$ cat config.mk
export PLATFORM = sky130hd
export DESIGN_NAME = pio_regport
export DESIGN_NICKNAME = d
export VERILOG_FILES = /design/src/rtl/pio_regport_pkg.sv /design/src/rtl/pio_bus_front.sv /design/src/rtl/pio_side.sv /design/src/rtl/pio_regport.sv
export SDC_FILE = /design/constraint.sdc
export NUM_CORES = 1
export LEC_CHECK = 0
export CAP_MARGIN = 20
export CELL_PAD_IN_SITES_DETAIL_PLACEMENT = 1
export CELL_PAD_IN_SITES_GLOBAL_PLACEMENT = 2
export CORE_UTILIZATION = 38
export CTS_CLUSTER_SIZE = 8
export DETAILED_ROUTE_END_ITERATION = 8
export PLACE_DENSITY_LB_ADDON = 0.1
export SYNTH_ARGS = -nofsm -noshare
export SYNTH_HDL_FRONTEND = slang
export SYNTH_SLANG_ARGS = --single-unit
$ cat constraint.sdc
create_clock -name clk -period 2.1 [get_ports clk]
set_clock_uncertainty 0.05 [all_clocks]
set_input_delay 0.315 -clock clk [delete_from_list [all_inputs] [get_ports clk]]
set_output_delay 0.315 -clock clk [all_outputs]
set_load 0.03 [all_outputs]
$ cat src/rtl/pio_regport_pkg.sv
package pio_regport_pkg;
   localparam int CODE_W   = 8;
   localparam int CODE_IDX = CODE_W - 1;

   typedef enum logic [1:0] {
      PORT_HOST_DATA = 2'b00,
      PORT_HOST_CMD  = 2'b01,
      PORT_DEV_DATA  = 2'b10,
      PORT_DEV_CMD   = 2'b11
   } port_e;

   function automatic logic port_is_cmd(input logic [1:0] a);
      return a[0];
   endfunction

   function automatic logic port_side(input logic [1:0] a);
      return a[1];
   endfunction
endpackage

$ cat src/rtl/pio_bus_front.sv
module pio_bus_front #(
   parameter int DW = 16
) (
   input  logic          clk,
   input  logic          rst_n,
   input  logic          cs_n,
   input  logic          wr_n,
   input  logic [1:0]    addr,
   input  logic [DW-1:0] wdata,
   output logic          commit,
   output logic [1:0]    commit_addr,
   output logic [DW-1:0] commit_data
);
   logic          wr_q;
   logic          hold_sel;
   logic [1:0]    hold_addr;
   logic [DW-1:0] hold_data;

   always_ff @(posedge clk) begin
      if (!rst_n) begin
         wr_q      <= 1'b1;
         hold_sel  <= 1'b0;
         hold_addr <= '0;
         hold_data <= '0;
      end else begin
         wr_q <= wr_n;
         if (!wr_n) begin
            hold_sel  <= !cs_n;
            hold_addr <= addr;
            hold_data <= wdata;
         end
      end
   end

   assign commit      = !wr_q && wr_n && hold_sel;
   assign commit_addr = hold_addr;
   assign commit_data = hold_data;
endmodule

$ cat src/rtl/pio_side.sv
module pio_side #(
   parameter int DW     = 16,
   parameter int N_REGS = 4,
   parameter int BASE   = 32
) (
   input  logic          clk,
   input  logic          rst_n,
   input  logic          code_we,
   input  logic          data_we,
   input  logic [DW-1:0] wdata,
   output logic [7:0]    code_q,
   output logic [DW-1:0] rd_value
);
   localparam int IDX_W = $clog2(N_REGS);

   logic [6:0]    offset;
   logic          hit;
   logic [DW-1:0] bank [N_REGS];

   assign offset = code_q[6:0] - 7'(BASE);
   assign hit    = (offset < 7'(N_REGS));

   always_ff @(posedge clk) begin
      if (!rst_n)       code_q <= '0;
      else if (code_we) code_q <= wdata[7:0];
   end

   for (genvar k = 0; k < N_REGS; k++) begin : g_reg
      always_ff @(posedge clk) begin
         if (!rst_n)
            bank[k] <= '0;
         else if (data_we && code_q[7] && hit && offset == 7'(k))
            bank[k] <= wdata;
      end
   end

   always_comb begin
      rd_value = '0;
      if (!code_q[7] && hit)
         rd_value = bank[offset[IDX_W-1:0]];
   end
endmodule

$ cat src/rtl/pio_regport.sv
module pio_regport #(
   parameter int DW        = 16,
   parameter int N_REGS    = 4,
   parameter int HOST_BASE = 32,
   parameter int DEV_BASE  = 32
) (
   input  logic          clk,
   input  logic          rst_n,
   input  logic          cs_n,
   input  logic          rd_n,
   input  logic          wr_n,
   input  logic [1:0]    addr,
   input  logic [DW-1:0] wdata,
   output logic [DW-1:0] rdata,
   output logic          rdata_oe
);
   import pio_regport_pkg::*;

   if (DW < CODE_W) begin : g_bad_dw
      $error("pio_regport: DW must hold an 8-bit code");
   end
   if (N_REGS < 2 || N_REGS > 64) begin : g_bad_n
      $error("pio_regport: N_REGS out of range");
   end
   if (HOST_BASE + N_REGS > 128 || DEV_BASE + N_REGS > 128) begin : g_bad_base
      $error("pio_regport: register bank exceeds 7-bit code space");
   end

   logic          commit;
   logic [1:0]    commit_addr;
   logic [DW-1:0] commit_data;
   logic [7:0]    side_code [2];
   logic [DW-1:0] side_rd   [2];
   logic [7:0]    host_cmd;
   logic [7:0]    dev_cmd;
   logic          rd_act;

   pio_bus_front #(.DW(DW)) u_front (
      .clk(clk), .rst_n(rst_n), .cs_n(cs_n), .wr_n(wr_n),
      .addr(addr), .wdata(wdata),
      .commit(commit), .commit_addr(commit_addr), .commit_data(commit_data)
   );

   for (genvar s = 0; s < 2; s++) begin : g_side
      localparam int SBASE = (s == 0) ? HOST_BASE : DEV_BASE;
      logic mine;
      assign mine = commit && (port_side(commit_addr) == 1'(s));
      pio_side #(.DW(DW), .N_REGS(N_REGS), .BASE(SBASE)) u_side (
         .clk(clk), .rst_n(rst_n),
         .code_we(mine && port_is_cmd(commit_addr)),
         .data_we(mine && !port_is_cmd(commit_addr)),
         .wdata(commit_data),
         .code_q(side_code[s]),
         .rd_value(side_rd[s])
      );
   end

   assign host_cmd = side_code[0];
   assign dev_cmd  = side_code[1];

   assign rd_act   = !cs_n && !rd_n;
   assign rdata_oe = rd_act;
   assign rdata    = (rd_act && !port_is_cmd(addr)) ? side_rd[port_side(addr)] : '0;
endmodule

Word-level counts from Yosys, hierarchy flattened
Memory sizes are Yosys's and may differ from the RTL's.
Index checks and enable logic that the tools add are counted.
{"block": "totals", "output_inout_bits": 17, "n_memories": 2, "reg_bits": 36, "elab_cells": 101, "input_bits": 23, "ram_bits": 128}
{"memory": "g_side[0].u_side.bank", "depth": 4, "width": 16, "rd": 1, "rd_ports_with_merged_regs": 0, "write_ports": 4, "line_no": "pio_side.sv:18", "source": "logic [DW-1:0] bank [N_REGS];"}
{"memory": "g_side[1].u_side.bank", "depth": 4, "width": 16, "rd": 1, "rd_ports_with_merged_regs": 0, "write_ports": 4, "line_no": "pio_side.sv:18"}
{"block": "op_classes", "n_lt_le_gt_ge": 3, "addsub": 2, "muxes": 39, "eq_ne": 6, "bitwise_logic": 10, "reduce_logical": 33}
{"cell": "2-to-1 mux 16 bit", "n": 14}
{"cell": "== test 7 x 2 -> 1 bit, second input constant", "n": 4}
{"cell": "2-to-1 mux 1 bit", "n": 25}
{"cell": "logical AND 1 bit", "n": 24}
{"cell": "== test 7 x 1 -> 1 bit, second input constant", "n": 2}
{"cell": "logical NOT 7 bit", "n": 2}
{"cell": "< comparator 7 x 3 -> 1 bit, second input constant", "n": 2}
{"cell": "subtractor 7 x 6 -> 7 bit, second input constant", "n": 2}
{"cell": "OR 1 bit", "n": 8}
{"cell": "logical NOT 1 bit", "n": 7}
{"cell": ">= comparator 2 bit, second input constant", "n": 1}
{"cell": "NOT 1 -> 2 bit", "n": 1}
{"cell": "NOT 1 bit", "n": 1}

Depth between registers and ports, before layout
{"block": "depth", "ltp_word": 12, "mapped_depth": 7, "ltp_nobuf": 5}

Cells and area by module
A second synthesis with hierarchy kept.
{"block": "hier_totals", "hier_cells": 614, "hier_area_um2": 8030.2}
{"module": "pio_side", "seq_area_each_um2": 2082.0, "area_each_um2": 3485.8, "cells_each": 253, "instances": 2}
{"module": "pio_bus_front", "seq_area_each_um2": 400.4, "area_each_um2": 754.5, "cells_each": 65, "instances": 1}
{"module": "pio_regport", "seq_area_each_um2": 0.0, "area_each_um2": 304.0, "cells_each": 43, "instances": 1}

Worst setup path before layout
No wires, ideal clock.
{"block": "synth_path", "path_type": "reg-to-reg", "startpoint": "reg g_side[0].u_side.code_q[6]", "endpoint": "mem g_side[0].u_side.bank[2][0] (enable)", "slack_ps": -188, "arrival_ps": 1866, "period_less_slack_ps": 2288, "required_ps": 1678, "stages_incl_launch_ff": 8, "setup_ps": 372, "n_path_buf": 2, "path_cell_list": "dfxtp_1 inv_1 ha_1 nor4bb_1 clkbuf_1 nand4_2 buf_2 nand2_1"}
{"item": "from (decl)", "line_no": "pio_side.sv:11", "source": "output logic [7:0] code_q,"}
{"item": "from (signal assigned)", "line_no": "pio_side.sv:25", "source": "else if (code_we) code_q <= wdata[7:0];"}
{"item": "to (decl)", "line_no": "pio_side.sv:18"}

Worst setup path in the final report
{"block": "layout_path", "startpoint": "reg g_side[1].u_side.code_q[6]", "endpoint": "out rdata[12]"}
{"block": "layout_between", "elab_chain_cells": 8}
{"item": "from (decl)", "line_no": "pio_side.sv:11"}
{"item": "from (signal assigned)", "line_no": "pio_side.sv:25"}
{"item": "subtractor 7 x 6 -> 7 bit", "line_no": "pio_side.sv:20", "source": "assign offset = code_q[6:0] - 7'(BASE);"}
{"item": "< comparator 7 x 3 -> 1 bit", "line_no": "pio_side.sv:21", "source": "assign hit = (offset < 7'(N_REGS));"}
{"item": "logical AND 1 bit", "line_no": "pio_side.sv:39", "source": "if (!code_q[7] && hit)"}
{"item": "2-to-1 mux 16 bit", "line_no": "pio_side.sv:39"}
{"item": "2-to-1 mux 16 bit (not written as such) (3 in a row)", "line_no": "pio_regport.sv:63", "source": "assign rdata = (rd_act && !port_is_cmd(addr)) ? side_rd[port_side(addr)] : '0;"}
{"item": "2-to-1 mux 16 bit", "line_no": "pio_regport.sv:63"}
{"item": "to (decl)", "line_no": "pio_regport.sv:14", "source": "output logic [DW-1:0] rdata,"}
Every way passes these cells. The select of a mux whose other input is x is not followed.

==> impl_metrics.ini <==
[detailed_routing]
drc = 2
vias = 4463
drt_iter0_drc = 281
drtAntennaViolNets = 0
viasPerCell = 5.251
drt-pass1-iter-count = 6
drt_wl_total_mm = 17.52
wl_per_cell_um = 20.61

[cts]
cts-root-buf = clkbuf_16
clock_sinks = 164
clock_latency_ns = 0.43
htreeDepth = 4
ctsLongestPathBuffers = 2
cts_tree = done
clk_pin_slew_worst_paths_ns = 0.06
cts_buffers = 17

[floorplanning]
ios = 40
dieArea_um2 = 19150
dieHeight_um = 138.4
core_um2 = 18090
initial_core_util = 0.3908
placementRows = 49
die_w_um = 138.4

[yosys]
async_flop_share = 0
synth.lib_cells_used.distinct = 28
syn_nets = 579
yosys.area.top_type = edfxtp_1
synth-edff-count = 128
yosysTopAreaCellShare = 0.5438
yosysSeqAreaShare = 0.6458
yosysMostFrequentCell = nor2_1
ys_top_cells_by_area = edfxtp_1 54%, dfxtp_1 10%, mux4_2 10%
ys_seq_elements = 164
synthesis.area_um2 = 7068
yosysWarningCount = 0
ys.flop_type = edfxtp_1
synthesis.instances = 554
avgSynthCellArea_um2 = 12.76
ys_top_cells_by_count = 152 x nor2_1, 128 x edfxtp_1, 36 x dfxtp_1

[placement]
gp_congestion = 0.7320
hpwl_mm = 11.47
place_ws_ns = -0.09391
io_buffers = 39

[cells_and_area]
nFillCells = 1866
finalNetCount = 633
drive_gt1_frac = 0.2271
area_growth_pct = 22.36
antennaDiodeCount = 0

[sta]
relSlewSlack = 0.6828
fin_crit_sh = 1.097
fin_hold_ws_ns = 0.4291
finalMaxSlewViolations = 0
hold_viol = 0
fin_setup_tns_ns = -2.643
setup_ws_ns = -0.2047
period_minus_slack_ns = 2.305
setup_viol = 16
clock.fmax_mhz = 433.9
rsz0062_at_grt = yes
worst_slew_pin_slew_ns = 0.4752

[global_route]
grt_overflow_total = 0
grt_max_degree = 28
grt_pass1_vias = 4762
antenna_found_initial = 0
grt_use_total = 0.1951
grt_first_pass_wirelength_mm = 27.27

[setup_path]
critical_path_required_ns = 1.74
crit_path_max_fanout = 16
worstSetupEndpointType = primary output
cp-start-kind = register
crit_type = reg -> out
cp_data_arrival_time_ns = 1.94

[power]
ir_drop_v = 0.0005812
power_leakage_uw = 0.003019
total_power_uw = 7007
cellPowerDensity_nw_per_um2 = 810.2

[hold_path]
hold_path.class = reg -> reg

[outcome]
failed_checks = DRC, setup timing
status = finished with violations

[flow_run]
drv_cap = 0
worst paths after layout:
kind | startpoint | endpoint | slack (ns) | depth (start not counted)
min | g_side[0].u_side.code_q[6] | g_side[0].u_side.code_q[6] | 0.43 | 2
min reg2reg | g_side[0].u_side.code_q[6] | g_side[0].u_side.code_q[6] | 0.43 | 2
max | g_side[1].u_side.code_q[6] | rdata[12] | -0.20 | 7
max reg2reg | g_side[0].u_side.code_q[6] | g_side[0].u_side.bank[0][5] | 0.17 | 6
state kept, by name (all words and copies together) (netlist names):
register,count
g_side.u_side.bank,128
g_side.u_side.code_q,16
u_front.commit_data,16
u_front.commit_addr,2
u_front.hold_sel,1
u_front.wr_q,1
stage by stage:
step | cells | util | instance area, um2
after global routing | 850 | 0.4782 | 8648
after floorplan | 554 | - | 7108
after global placement | 817 | 0.4414 | 7984
after CTS | 850 | 0.4741 | 8574
after detailed placement | 817 | 0.4414 | 7984
final | 850 | 0.4782 | 8648
metal layers:
metal | global-route usage | wire length (um) | vias up
li1 | - | - | 2090
met1 | 0.2563 | 8127 | 2278
met2 | 0.3273 | 8627 | 83
met3 | 0.03256 | 527 | 12
met4 | 0.06919 | 235 | 0
met5 | 0 | 0 | -
timing repair:
action | 4_1_cts | 5_1_grt
setup endpoints to repair | 16 | 17
cloned | 0 | 0
pin swaps | 1 | 1
resized for setup | 5 | 15
hold buffers | 0 | 0
buffers inserted | 1 | 0
endpoints found under the hold margin | 0 | 0
worst max-delay path: stages (launching register included):
cell	delay (ns)
dfxtp_1	0.32
inv_1	0.06
ha_1	0.14
nor4b_4	0.24
nand4b_2	0.17
buf_12	0.19
o22ai_1	0.20
buf_4	0.20
area by class of cell:
class / instances / area, um2 / area share
Clock inverter: 11 / 98.84 / 0.01143
Sequential cell: 164 / 4567 / 0.5281
Clock buffer: 21 / 471.7 / 0.05454
Inverter: 36 / 135.1 / 0.01563
Timing Repair Buffer: 71 / 794.5 / 0.09187
Multi-Input combinational cell: 318 / 2295 / 0.2653
Tap cell: 229 / 286.5 / 0.03313
logic make-up (layout without fill, tap and decap cells):
kind of cell,Yosys count,count (layout),synth area share
AND/OR/NAND/NOR,217,217,0.1427
flip-flops,164,164,0.6458
buffers and inverters,72,139,0.04302
multiplexers,50,50,0.1275
AO/OA/AOI/OAI,49,49,0.03753
adder cells (fa/ha/maj),2,2,0.003540
where the power goes:
| group | total (uW) | internal (uW) | switching, uW | leakage, uW |
|---|---|---|---|---|
| combinational | 324 | 137 | 187 | 0.00119 |
| sequential | 3670 | 3620 | 50.0 | 0.00155 |
| clock | 3010 | 1730 | 1280 | 0.000277 |
placed cells by master (no fill, tap or decap), types with 3 or more instances in the layout:
master           Yosys  final
o21ai_0             16     16
clkdlybuf4s50_1      0     22
dfxtp_1             36     34
buf_4                2     27
nand2_2              0      4
o22ai_2              0      8
buf_12               0     14
nand3_1             17     16
nor2_1             152    152
mux4_2              32     32
clkinv_4             0      3
o22ai_1             16      8
nand4_2              8      8
nand2_1             24     16
mux2i_1             18     18
inv_4                0      3
nand2_4              0      4
buf_6                0      7
a21oi_1             17     17
clkbuf_16            0     18
edfxtp_1           128    128
inv_1               35     34
nor2b_1              4      4
Power figures use the tool's default switching activity.
